$ cat src/rtl/merge_wbuf.sv
module merge_wbuf #(
  parameter int DEPTH  = 4,
  parameter int BLK_W  = 29,
  parameter int WORD_W = 64,
  parameter int WORDS  = 4
) (
  input  logic                    clk,
  input  logic                    rst_n,
  input  logic                    wr_valid,
  input  logic [BLK_W-1:0]        wr_blk,
  input  logic [$clog2(WORDS)-1:0] wr_word,
  input  logic [WORD_W-1:0]       wr_data,
  output logic                    wr_stall,
  output logic                    mem_req,
  output logic [BLK_W-1:0]        mem_blk,
  output logic [WORDS-1:0]        mem_mask,
  output logic [WORDS*WORD_W-1:0] mem_data,
  input  logic                    mem_ack
);
  localparam int PTR_W = $clog2(DEPTH);
  localparam int OFF_W = $clog2(WORDS);
  localparam int CNT_W = PTR_W + 1;

  logic [DEPTH-1:0]  ent_v;
  logic [BLK_W-1:0]  ent_blk  [DEPTH];
  logic [WORDS-1:0]  ent_mask [DEPTH];
  logic [WORD_W-1:0] ent_data [DEPTH][WORDS];
  logic [PTR_W-1:0]  head, tail, hit_idx;
  logic [CNT_W-1:0]  count;
  logic              hit, full, accept, alloc, merge, drain;

  always_comb begin
    hit = 1'b0;
    hit_idx = '0;
    for (int i = 0; i < DEPTH; i++)
      if (ent_v[i] && PTR_W'(i) != head && ent_blk[i] == wr_blk) begin
        hit = 1'b1;
        hit_idx = PTR_W'(i);
      end
  end

  assign full     = count == CNT_W'(DEPTH);
  assign wr_stall = wr_valid && !hit && full;
  assign accept   = wr_valid && !wr_stall;
  assign merge    = accept && hit;
  assign alloc    = accept && !hit;
  assign mem_req  = ent_v[head];
  assign drain    = mem_req && mem_ack;
  assign mem_blk  = ent_blk[head];
  assign mem_mask = mem_req ? ent_mask[head] : '0;

  always_comb
    for (int w = 0; w < WORDS; w++)
      mem_data[w*WORD_W +: WORD_W] = ent_data[head][w];

  always_ff @(posedge clk) begin
    if (!rst_n) begin
      ent_v <= '0;
      head  <= '0;
      tail  <= '0;
      count <= '0;
    end else begin
      if (drain) begin
        ent_v[head] <= 1'b0;
        head <= head + 1'b1;
      end
      if (alloc) begin
        ent_v[tail] <= 1'b1;
        tail <= tail + 1'b1;
      end
      count <= count + CNT_W'(alloc) - CNT_W'(drain);
    end
  end

  always_ff @(posedge clk) begin
    if (alloc) begin
      ent_blk[tail] <= wr_blk;
      for (int w = 0; w < WORDS; w++) begin
        ent_mask[tail][w] <= wr_word == OFF_W'(w);
        ent_data[tail][w] <= (wr_word == OFF_W'(w)) ? wr_data : '0;
      end
    end
    if (merge) begin
      ent_mask[hit_idx][wr_word] <= 1'b1;
      ent_data[hit_idx][wr_word] <= wr_data;
    end
  end
endmodule

$ cat config.mk
export PLATFORM = sky130hd
export DESIGN_NAME = merge_wbuf
export DESIGN_NICKNAME = d
export VERILOG_FILES = /design/src/rtl/merge_wbuf.sv
export SDC_FILE = /design/constraint.sdc
export NUM_CORES = 1
export LEC_CHECK = 0
export BUFFER_PORTS_ARGS = -buffer_cell sky130_fd_sc_hd__buf_2
export CAP_MARGIN = 20
export CORE_MARGIN = 4
export CORE_UTILIZATION = 59
export DETAILED_ROUTE_END_ITERATION = 8
export GPL_ROUTABILITY_DRIVEN = 0
export MAX_ROUTING_LAYER = met4
export PLACE_DENSITY = 0.79
export SKIP_LAST_GASP = 1
export SLEW_MARGIN = 5
export SYNTH_ARGS = -nofsm -noshare
export SYNTH_HDL_FRONTEND = slang
export SYNTH_SLANG_ARGS = --single-unit
export TNS_END_PERCENT = 5
$ cat constraint.sdc
create_clock -name clk -period 11.3 [get_ports clk]
set_clock_uncertainty 0.1 [all_clocks]
set_input_delay 3.39 -clock clk [delete_from_list [all_inputs] [get_ports clk]]
set_output_delay 3.39 -clock clk [all_outputs]
set_load 0.02 [all_outputs]
## After elaboration in Yosys (flattened, before gate mapping)

Memories as Yosys holds them, arrays and structs flattened. A register that Yosys moved wholly into a read port is not among the register bits.
Cells that the tools add are included.

| word-level totals | value |
|---|---|
| flip-flop bits (word level) | 11 |
| output and inout port bits | 291 |
| input bits | 99 |
| memories kept | 3 |
| RAM bits | 1156 |

Memories:

| memory | words | width | rd ports | clocked after memory_dff | write ports | RTL line | source |
|---|---|---|---|---|---|---|---|
| ent_data | 4 | 256 | 1 | 1 | 1 | 27 | `logic [WORD_W-1:0] ent_data [DEPTH][WORDS];` |
| ent_blk | 4 | 29 | 5 | 1 | 1 | 25 | `logic [BLK_W-1:0] ent_blk [DEPTH];` |
| ent_mask | 4 | 4 | 1 | 1 | 1 | 26 | `logic [WORDS-1:0] ent_mask [DEPTH];` |

| cells by class | value |
|---|---|
| bitwise gates (word level) | 4 |
| equal/unequal tests | 11 |
| order comparisons | 8 |
| add/sub/neg operators | 4 |
| mux-type cells | 42 |
| reduce and logical (&&, ||, !) cells | 24 |

Operator list:

| cell | count |
|---|---|
| 256-bit 2-to-1 mux | 3 |
| 64-bit 2-to-1 mux | 5 |
| 256-bit OR reduction | 1 |
| 64-bit demux with 2-bit select | 1 |
| 29-bit equality test | 4 |
| 4-bit 2-to-1 mux | 7 |
| 2-bit 2-to-1 mux | 10 |
| 1-bit logical AND | 18 |
| 1-bit 2-to-1 mux | 12 |
| 2-bit by 3-bit < comparator with 1-bit output (second input constant) | 3 |
| 1-bit demux with 2-bit select | 3 |
| 2-bit by 1-bit greater-or-equal comparator with 1-bit output (second input constant) | 3 |
| 2-bit by 1-bit adder with 2-bit output (second input constant) | 2 |
| 4-bit AND | 1 |
| 2-bit equality test (second input constant) | 2 |
| 2-bit != test (first input constant) | 2 |
| 4-bit NOT | 1 |
| 4-bit bitwise OR | 1 |
| 4-bit OR reduction | 1 |
| 3-bit by 1-bit adder with 3-bit output | 1 |
| 3-bit equality test (second input constant) | 1 |
| 3-bit greater-or-equal comparator (second input constant) | 1 |
| 3-bit by 1-bit < comparator with 1-bit output (second input constant) | 1 |
| 2-bit NOT with 3-bit output | 1 |
| 7 further kinds | 8 |

## Logic depth before layout (Yosys ltp)

Gate-level depths: netlist of the first run.

| depth | value |
|---|---|
| depth after elaboration | 17 |
| depth in mapped cells | 18 |
| gate-level depth less buffers | 15 |

## Worst setup path after synthesis of the first run

Ideal clock, no wire load.

| timing | value |
|---|---|
| kind | input -> register |
| from | in wr_blk[1] |
| to | mem ent_data[0][192] (netlist name), enable pin |
| stages | 8 |
| path buffers | 1 |
| setup time | 0.585 ns |
| required time | 10.615 ns |
| setup slack | 1.002 ns |
| data arrival time | 9.613 ns |
| cells stage by stage | buf_4 -> xnor2_1 -> nand4_1 -> nor4b_2 -> nand4_1 -> a21o_1 -> a22o_4 -> a211oi_1 |

| between the ends | value |
|---|---|
| longest elaborated chain between the ends | 16 |
| elaborated cells between the ends (all ways) | 29 |
| those cells by class | 4 x eq/ne; 13 x mux; 12 x reduce/logical |

RTL lines:

| element | RTL line | source |
|---|---|---|
| start, declared | 10 | `input logic [BLK_W-1:0] wr_blk,` |
| 29-bit equality test | 36 | `if (ent_v[i] && PTR_W'(i) != head && ent_blk[i] == wr_blk) begin` |
| 1-bit logical AND | 36 |  |
| 1-bit 2-to-1 mux (4 in series) | 36 |  |
| 1-bit logical NOT | 43, 46 |  |
| 1-bit logical AND (2 in series) | 43 | `assign wr_stall = wr_valid && !hit && full;` |
| 1-bit logical NOT | 44 | `assign accept = wr_valid && !wr_stall;` |
| 1-bit logical AND | 44 |  |
| 1-bit logical AND | 45 | `assign merge = accept && hit;` |
| 1-bit 2-to-1 mux | 83 | `if (merge) begin` |
| 256-bit 2-to-1 mux (not written as such) | 85 | `ent_data[hit_idx][wr_word] <= wr_data;` |
| 256-bit OR reduction (no line) | n/a |  |
| 2-bit 2-to-1 mux (no line) or 256-bit 2-to-1 mux (tied branches) | n/a |  |
| end, declared | 27 |  |

Parallel ways exist; a longest one is shown, timed or not.

## Worst setup path in the final report of the first run

| timing | value |
|---|---|
| from | in wr_blk[0] |
| to | out wr_stall |

| between the ends | value |
|---|---|
| longest elaborated chain between the ends | 9 |
| elaborated cells between the ends (all ways) | 15 |
| those cells by class | 4 x eq/ne; 4 x mux; 7 x reduce/logical |

RTL lines:

| element | RTL line | source |
|---|---|---|
| 29-bit equality test | 36 |  |
| 1-bit logical AND | 36 |  |
| 1-bit 2-to-1 mux (3 in series) | 36 |  |
| 1-bit 2-to-1 mux * | 36 |  |
| 1-bit logical NOT * | 43 |  |
| 1-bit logical AND * (2 in series) | 43 |  |
| end, declared | 13 | `output logic wr_stall,` |

Mark *: on every way between the ends. The rest lies on a longest branch, timed or not.

==> results of run 1 <==
==> Yosys cell counts, types with 13 or more instances <==
cell	instances
edfxtp_1	1156
mux4_2	290
and2_1	205
xnor2_1	83
nor2b_2	50
xor2_1	36
buf_6	29
buf_1	27
nand4_1	24
clkbuf_1	23
buf_2	21
a211oi_1	16
nand2_1	16
nor2b_1	16
dfxtp_1	13
==> registers in the layout (all words and copies together) (netlist names), named ones only <==
signal / cells
ent_mask: 16
ent_blk: 116
count: 3
tail: 2
head: 2
ent_v: 4
ent_data: 1024
==> layer usage <==
layer	part of all wire (%)	track usage (%)	up-vias
met3	8.3	5.05	205
met1	37	34.7	11702
met2	52	43.4	1026
met4	3.3	8.57	0
met5	0	-	-
li1	-	-	9342
==> logic make-up after synthesis <==
| logic type | count (synthesis) | synth area share [%] |
|---|---|---|
| xor gates and xnor gates | 119 | 2.27 |
| DFF | 1169 | 76.2 |
| buffers and inverters | 114 | 1.48 |
| muxes | 292 | 14.3 |
| and+or+nand+nor | 342 | 4.87 |
| adders and majority gates | 11 | 0.316 |
| AOI/OAI and AO/OA | 32 | 0.589 |
==> power by group through the flow <==
stage	clock network, uW	registers, uW	logic, uW
6_report	3650	5390	2010
5_1_grt	3900	5420	2130
4_1_cts	3710	5390	2050
3_5_place_dp	0	5470	2030
3_3_place_gp	0	5430	2010
2_1_floorplan	0	5460	1300
==> placed cells by master, fill, tap and decap left out, types with 21 or more instances in the layout <==
cell	count
buf_2	389
and2_1	202
mux4_2	290
nand4_1	24
xnor2_1	83
clkbuf_16	114
nor2b_2	50
buf_4	33
xor2_1	36
clkinv_1	21
edfxtp_1	1156
clkbuf_1	27
clkinv_2	23
==> through the flow <==
step	cell area (um2)	hold slack, ns
after floorplan	45900	0.342
after global routing	52800	0.434
after detailed placement	49100	0.401
after global placement	49100	0.393
final	52800	0.421
after CTS	52700	0.411
==> tightest hold or removal path, delay by kind of cell, from the launching register on <==
family / cells / cell delay (ns)
simple gates: 1 / 0.08
compound gates: 1 / 0.06
flops: 1 / 0.34
==> area by class of cell <==
cell class,instances,area [um2],share of cell area [%]
multi-input cells,796,10500,19.9
inverters,11,43.8,0.0830
clock inverters,68,651,1.23
clock buffers,143,2980,5.65
diodes,4,10.0,0.0190
well taps,1040,1300,2.47
flip-flops and latches,1169,35000,66.3
repair buffers,428,2310,4.38
==> final timing paths <==
check	to	cells past startpoint
min	ent_v[3]$_SDFF_PN0_	2
min reg2reg	ent_v[3]$_SDFF_PN0_	2
max reg2reg	ent_data[3][39]$_DFFE_PP_	8
max	wr_stall	9
==> flow_summary.ini, run 1 <==
[critical_path]
timing.critical_path.cells = buf_2 > xnor2_1 > nand4_1 > nor4_2 > nand4_1 > and4_4 > nand2_1 > nor2_1 > buf_2
worst-endpoint-arrival_ns = 5.19
critPathMaxStageDelay_ns = 0.39
path_delay_family = simple AND/OR/NAND/NOR gates
worstReg2RegStart = head[1]$_SDFFE_PN0P_
timing.critical_path.required_ns = 7.81
reg2reg_setup_slack_ns = 6.49
worstSetupPathType = input pin to primary output
crit_slowest_cell = nor4_2
cp-end-kind = primary output
cp.buffers_inverters = 2
timing.critical_path.fanout_max = 8
critPathLaunchType = input pin
worst_setup_path_startpoint = wr_blk[0]

[logic_synthesis]
synth_top_cell_by_area = edfxtp_1
synth-async-reset-ratio_pct = 0
syn-instance-count = 2079
ys_dominant_reg_cell = edfxtp_1
synth.top_cell.area_share_pct = 75.6
netlist_top_cells_area = edfxtp_1 (76%), mux4_2 (14%), and2_1 (2.8%)
synth-edff-count = 1156
synth-seq-area-share_pct = 76.2
post_synthesis_instance_area_um2 = 45900
mappedNetlistNets = 2189
synth.distinct_cells = 40
avgSynthCellArea_um2 = 22.1
synth_warnings = 0
number_of_flip_flops_and_latches_in_the_synthesized_netlist = 1169

[power_and_ir_drop]
netSwitchingPower_uw = 2990
share_comb_of_total_power_pct = 18.2
design_power_total_uw = 11100
p_seq_share_pct = 48.7
p_leak_uw = 0.0175
power_density_nw_per_um2 = 209
power.internal_uw = 8060
peakVddDrop_v = 0.000195
power_switching_share_pct = 27.1
p_clk_share_pct = 33.0

[cts]
tritoncts_clock_tree = done
clk_transition_reported_paths_ns = 0.06
cts-hold-fix-buffers = 0
cts.sinks = 1169
cts_inserted_buffers = 113
cts-root-to-sink-buffers = 3
cts_resized = 0
cts_htree_levels = 3
cts_setup_buffers = 0
clock-root-buffer = clkbuf_16
worstSkewPairLatency_ns = 0.68

[layout]
fill_cells = 4776
flow.area_growth_from_synthesis_pct = 14.9
drive_gt1_share_pct = 36.9
layout.core_utilization_pct = 68.2
finish.cell_count_without_fillers = 3659
finalNetCount = 2629

[drt]
drt_iter0_markers = 2098
routed_wirelength_um = 105000
drt_pre_antenna_iters = 5
total_via_count_after_detailed_routing = 22275
drcViolationCount = 0
drt-wirelength-per-cell_um = 28.6
post_drt_via_cell_ratio = 6.09
route.antenna.remaining_nets = 0

[grt]
first_pass_grt_wire_length_um = 156000
grt_pass1_vias = 23504
antenna_found_initial = 4
globalRoute.totalOverflow = 0
grt_max_degree = 131
grt_usage_pct = 26.6

[floorplan]
fp.dieArea_um2 = 82300
core_region_area_um2 = 77300
start_util_pct = 59.3
die_height_um = 287
placementRows = 102
dieWidth_um = 287
boundary_pins = 390

[flow_run]
drv_cap = 0

[placement]
dp.cells = 3442
pre_cts_setup_slack_ns = 2.63
port_buffer_cells = 389
dp.final_hpwl_um = 63900

[run_status]
status = finished, final reports clean

[timing]
final_max_slew_viol_count = 0
worst-slew-pin-transition_ns = 1.11
slew_headroom_pct = 26.0
final-setup-viol-count = 0
max_clock_freq_mhz = 115
period_share_pct = 76.8
worst_setup_slack_after_layout_ns = 2.62
grt_setup_unrepaired = false
hold_violations = 0
fin_tns_setup_ns = 0
layout_min_cycle_time_ns = 8.68

[hold_path]
worst_min_delay_path_category = flop to flop
hp_start = ent_v[3]$_SDFF_PN0_
Note: power is estimated with default switching activity, not from simulation.
==> run 2, diff against run 1 <==
--- a/config.mk
+++ b/config.mk
@@ -8,11 +8,11 @@
 export BUFFER_PORTS_ARGS = -buffer_cell sky130_fd_sc_hd__buf_2
 export CAP_MARGIN = 20
 export CORE_MARGIN = 4
-export CORE_UTILIZATION = 59
+export CORE_UTILIZATION = 54
 export DETAILED_ROUTE_END_ITERATION = 8
 export GPL_ROUTABILITY_DRIVEN = 0
 export MAX_ROUTING_LAYER = met4
-export PLACE_DENSITY = 0.79
+export PLACE_DENSITY = 0.76
 export SKIP_LAST_GASP = 1
 export SLEW_MARGIN = 5
 export SYNTH_ARGS = -nofsm -noshare
==> constraint.sdc (replaced) <==
create_clock -name clk -period 7.06 [get_ports clk]
set_clock_uncertainty 0.1 [all_clocks]
set_input_delay 2.118 -clock clk [delete_from_list [all_inputs] [get_ports clk]]
set_output_delay 2.118 -clock clk [all_outputs]
set_load 0.02 [all_outputs]
==> run 2 against run 1 <==
Net effect: critical path depth did not move; die area is 9.0% higher; hold slack got worse by 0.0050 ns; via count is 0.57% higher; register-to-register slack worse by 3.5 ns; final cell count grew 2.8%; routed wire length up 1.1%; core utilization fell by 5.0 points; clock-buffer cell count shrank 11; non-clock buffer count grew 11; combinational power rose by 63%.
==> flow_summary.ini, run 2 (synthesized netlist as in run 1, its figures left out) <==
[floorplan]
die_height_um = 300
fp.dieArea_um2 = 89700
dieWidth_um = 300
core_region_area_um2 = 84000
placementRows = 106
start_util_pct = 54.7
boundary_pins = 390

[cts]
cts_setup_buffers = 0
cts.sinks = 1169
cts_inserted_buffers = 112
worstSkewPairLatency_ns = 0.69
cts_htree_levels = 3
cts-root-to-sink-buffers = 3
clock-root-buffer = clkbuf_16
cts-hold-fix-buffers = 0
tritoncts_clock_tree = done
cts_resized = 0
clk_transition_reported_paths_ns = 0.06

[critical_path]
critPathLaunchType = input pin
crit_slowest_cell = nor4_2
worstSetupPathType = input pin to primary output
timing.critical_path.fanout_max = 8
timing.critical_path.required_ns = 4.84
r2r_depth = 15
worst-endpoint-arrival_ns = 3.98
critPathMaxStageDelay_ns = 0.41
timing.critical_path.cells = buf_2 > xnor2_1 > nand4_1 > nor4_2 > nand4_1 > and4_4 > nand2_1 > nor2_1 > buf_2
cp-end-kind = primary output

[drt]
routed_wirelength_um = 106000
drt-wirelength-per-cell_um = 28.1
total_via_count_after_detailed_routing = 22403
post_drt_via_cell_ratio = 5.95
drcViolationCount = 0
route.antenna.remaining_nets = 0
drt_iter0_markers = 2212
drt_pre_antenna_iters = 5

[layout]
drive_gt1_share_pct = 37.1
number_of_flip_flops_under_the_largest_register_name = 1024
layout.core_utilization_pct = 63.2
finish.cell_count_without_fillers = 3763
mostFrequentLayoutCells = edfxtp_1 (1156), buf_2 (389), mux4_2 (290)
mostFrequentLayoutCell = edfxtp_1
finalNetCount = 2639
registers.top_by_ff_count = ent_data
flow.area_growth_from_synthesis_pct = 15.6
biggestRegsByFlops = ent_data x1024, ent_blk x116, ent_mask x16

[power_and_ir_drop]
power_density_nw_per_um2 = 334
design_power_total_uw = 17700
peakVddDrop_v = 0.000282
p_leak_uw = 0.0176

[timing]
slew_headroom_pct = 27.5
final_max_slew_viol_count = 0
grt_setup_unrepaired = false
period_share_pct = 87.8
fin_tns_setup_ns = 0
layout_min_cycle_time_ns = 6.20
hold_violations = 0
worst-slew-pin-transition_ns = 1.09
max_clock_freq_mhz = 161
whs_ns = 0.416
final-setup-viol-count = 0

[grt]
grt_usage_pct = 24.6
grt_pass1_vias = 23647
first_pass_grt_wire_length_um = 157000
globalRoute.totalOverflow = 0
grt_max_degree = 80
antenna_found_initial = 4

[placement]
dp.cells = 3549
dp.final_hpwl_um = 66400
port_buffer_cells = 389

[hold_path]
worst_min_delay_path_category = flop to flop
timing.hold.worst_path_depth = 2

[flow_run]
drv_cap = 0

[run_status]
status = finished, final reports clean
==> run 2: worst paths after layout <==
check,to,slack [ns],start
min,ent_v[0]$_SDFF_PN0_,0.42,ent_v[0]$_SDFF_PN0_
max,wr_stall,0.86,wr_blk[16]
max reg2reg,count[2]$_SDFF_PN0_,2.98,ent_blk[2][16]$_DFFE_PP_
min reg2reg,ent_v[0]$_SDFF_PN0_,0.42,ent_v[0]$_SDFF_PN0_
==> run 2: layer usage <==
metal / vias to the layer above / GRT usage, % / wire (um)
met4: 0 / 8.66 / 4020
met5: - / - / 0
met2: 963 / 39.5 / 53500
li1: 9380 / - / -
met1: 11855 / 32.1 / 40000
met3: 205 / 4.47 / 8380
==> run 2: cell type report <==
cell class              count  area [um2]
well taps                1134        1420
flip-flops and latches   1169       35000
inverters                  11        43.8
multi-input cells         796       10500
fillers                  5544       30900
clock buffers             132        2880
repair buffers            439        2500
clock inverters            78         759
diodes                      4        10.0
==> run 2: metrics by stage <==
step	cell area (um2)	setup slack, ns
5_1_grt	53100	0.736
6_report	53100	0.865
2_1_floorplan	45900	-1.97
3_5_place_dp	49400	0.898
4_1_cts	53100	0.892
3_3_place_gp	49400	0.953
==> run 2: report_power, final <==
part	internal, uW	switching (uW)
Clock	3300	2550
Combinational	1200	2080
Sequential	8390	214
==> run 2: critical path: cells and delay by family <==
kind                   cells  cell delay, ns
AND/OR/NAND/NOR            6            1.33
buffers and inverters      2            0.33
XOR/XNOR                   1            0.20
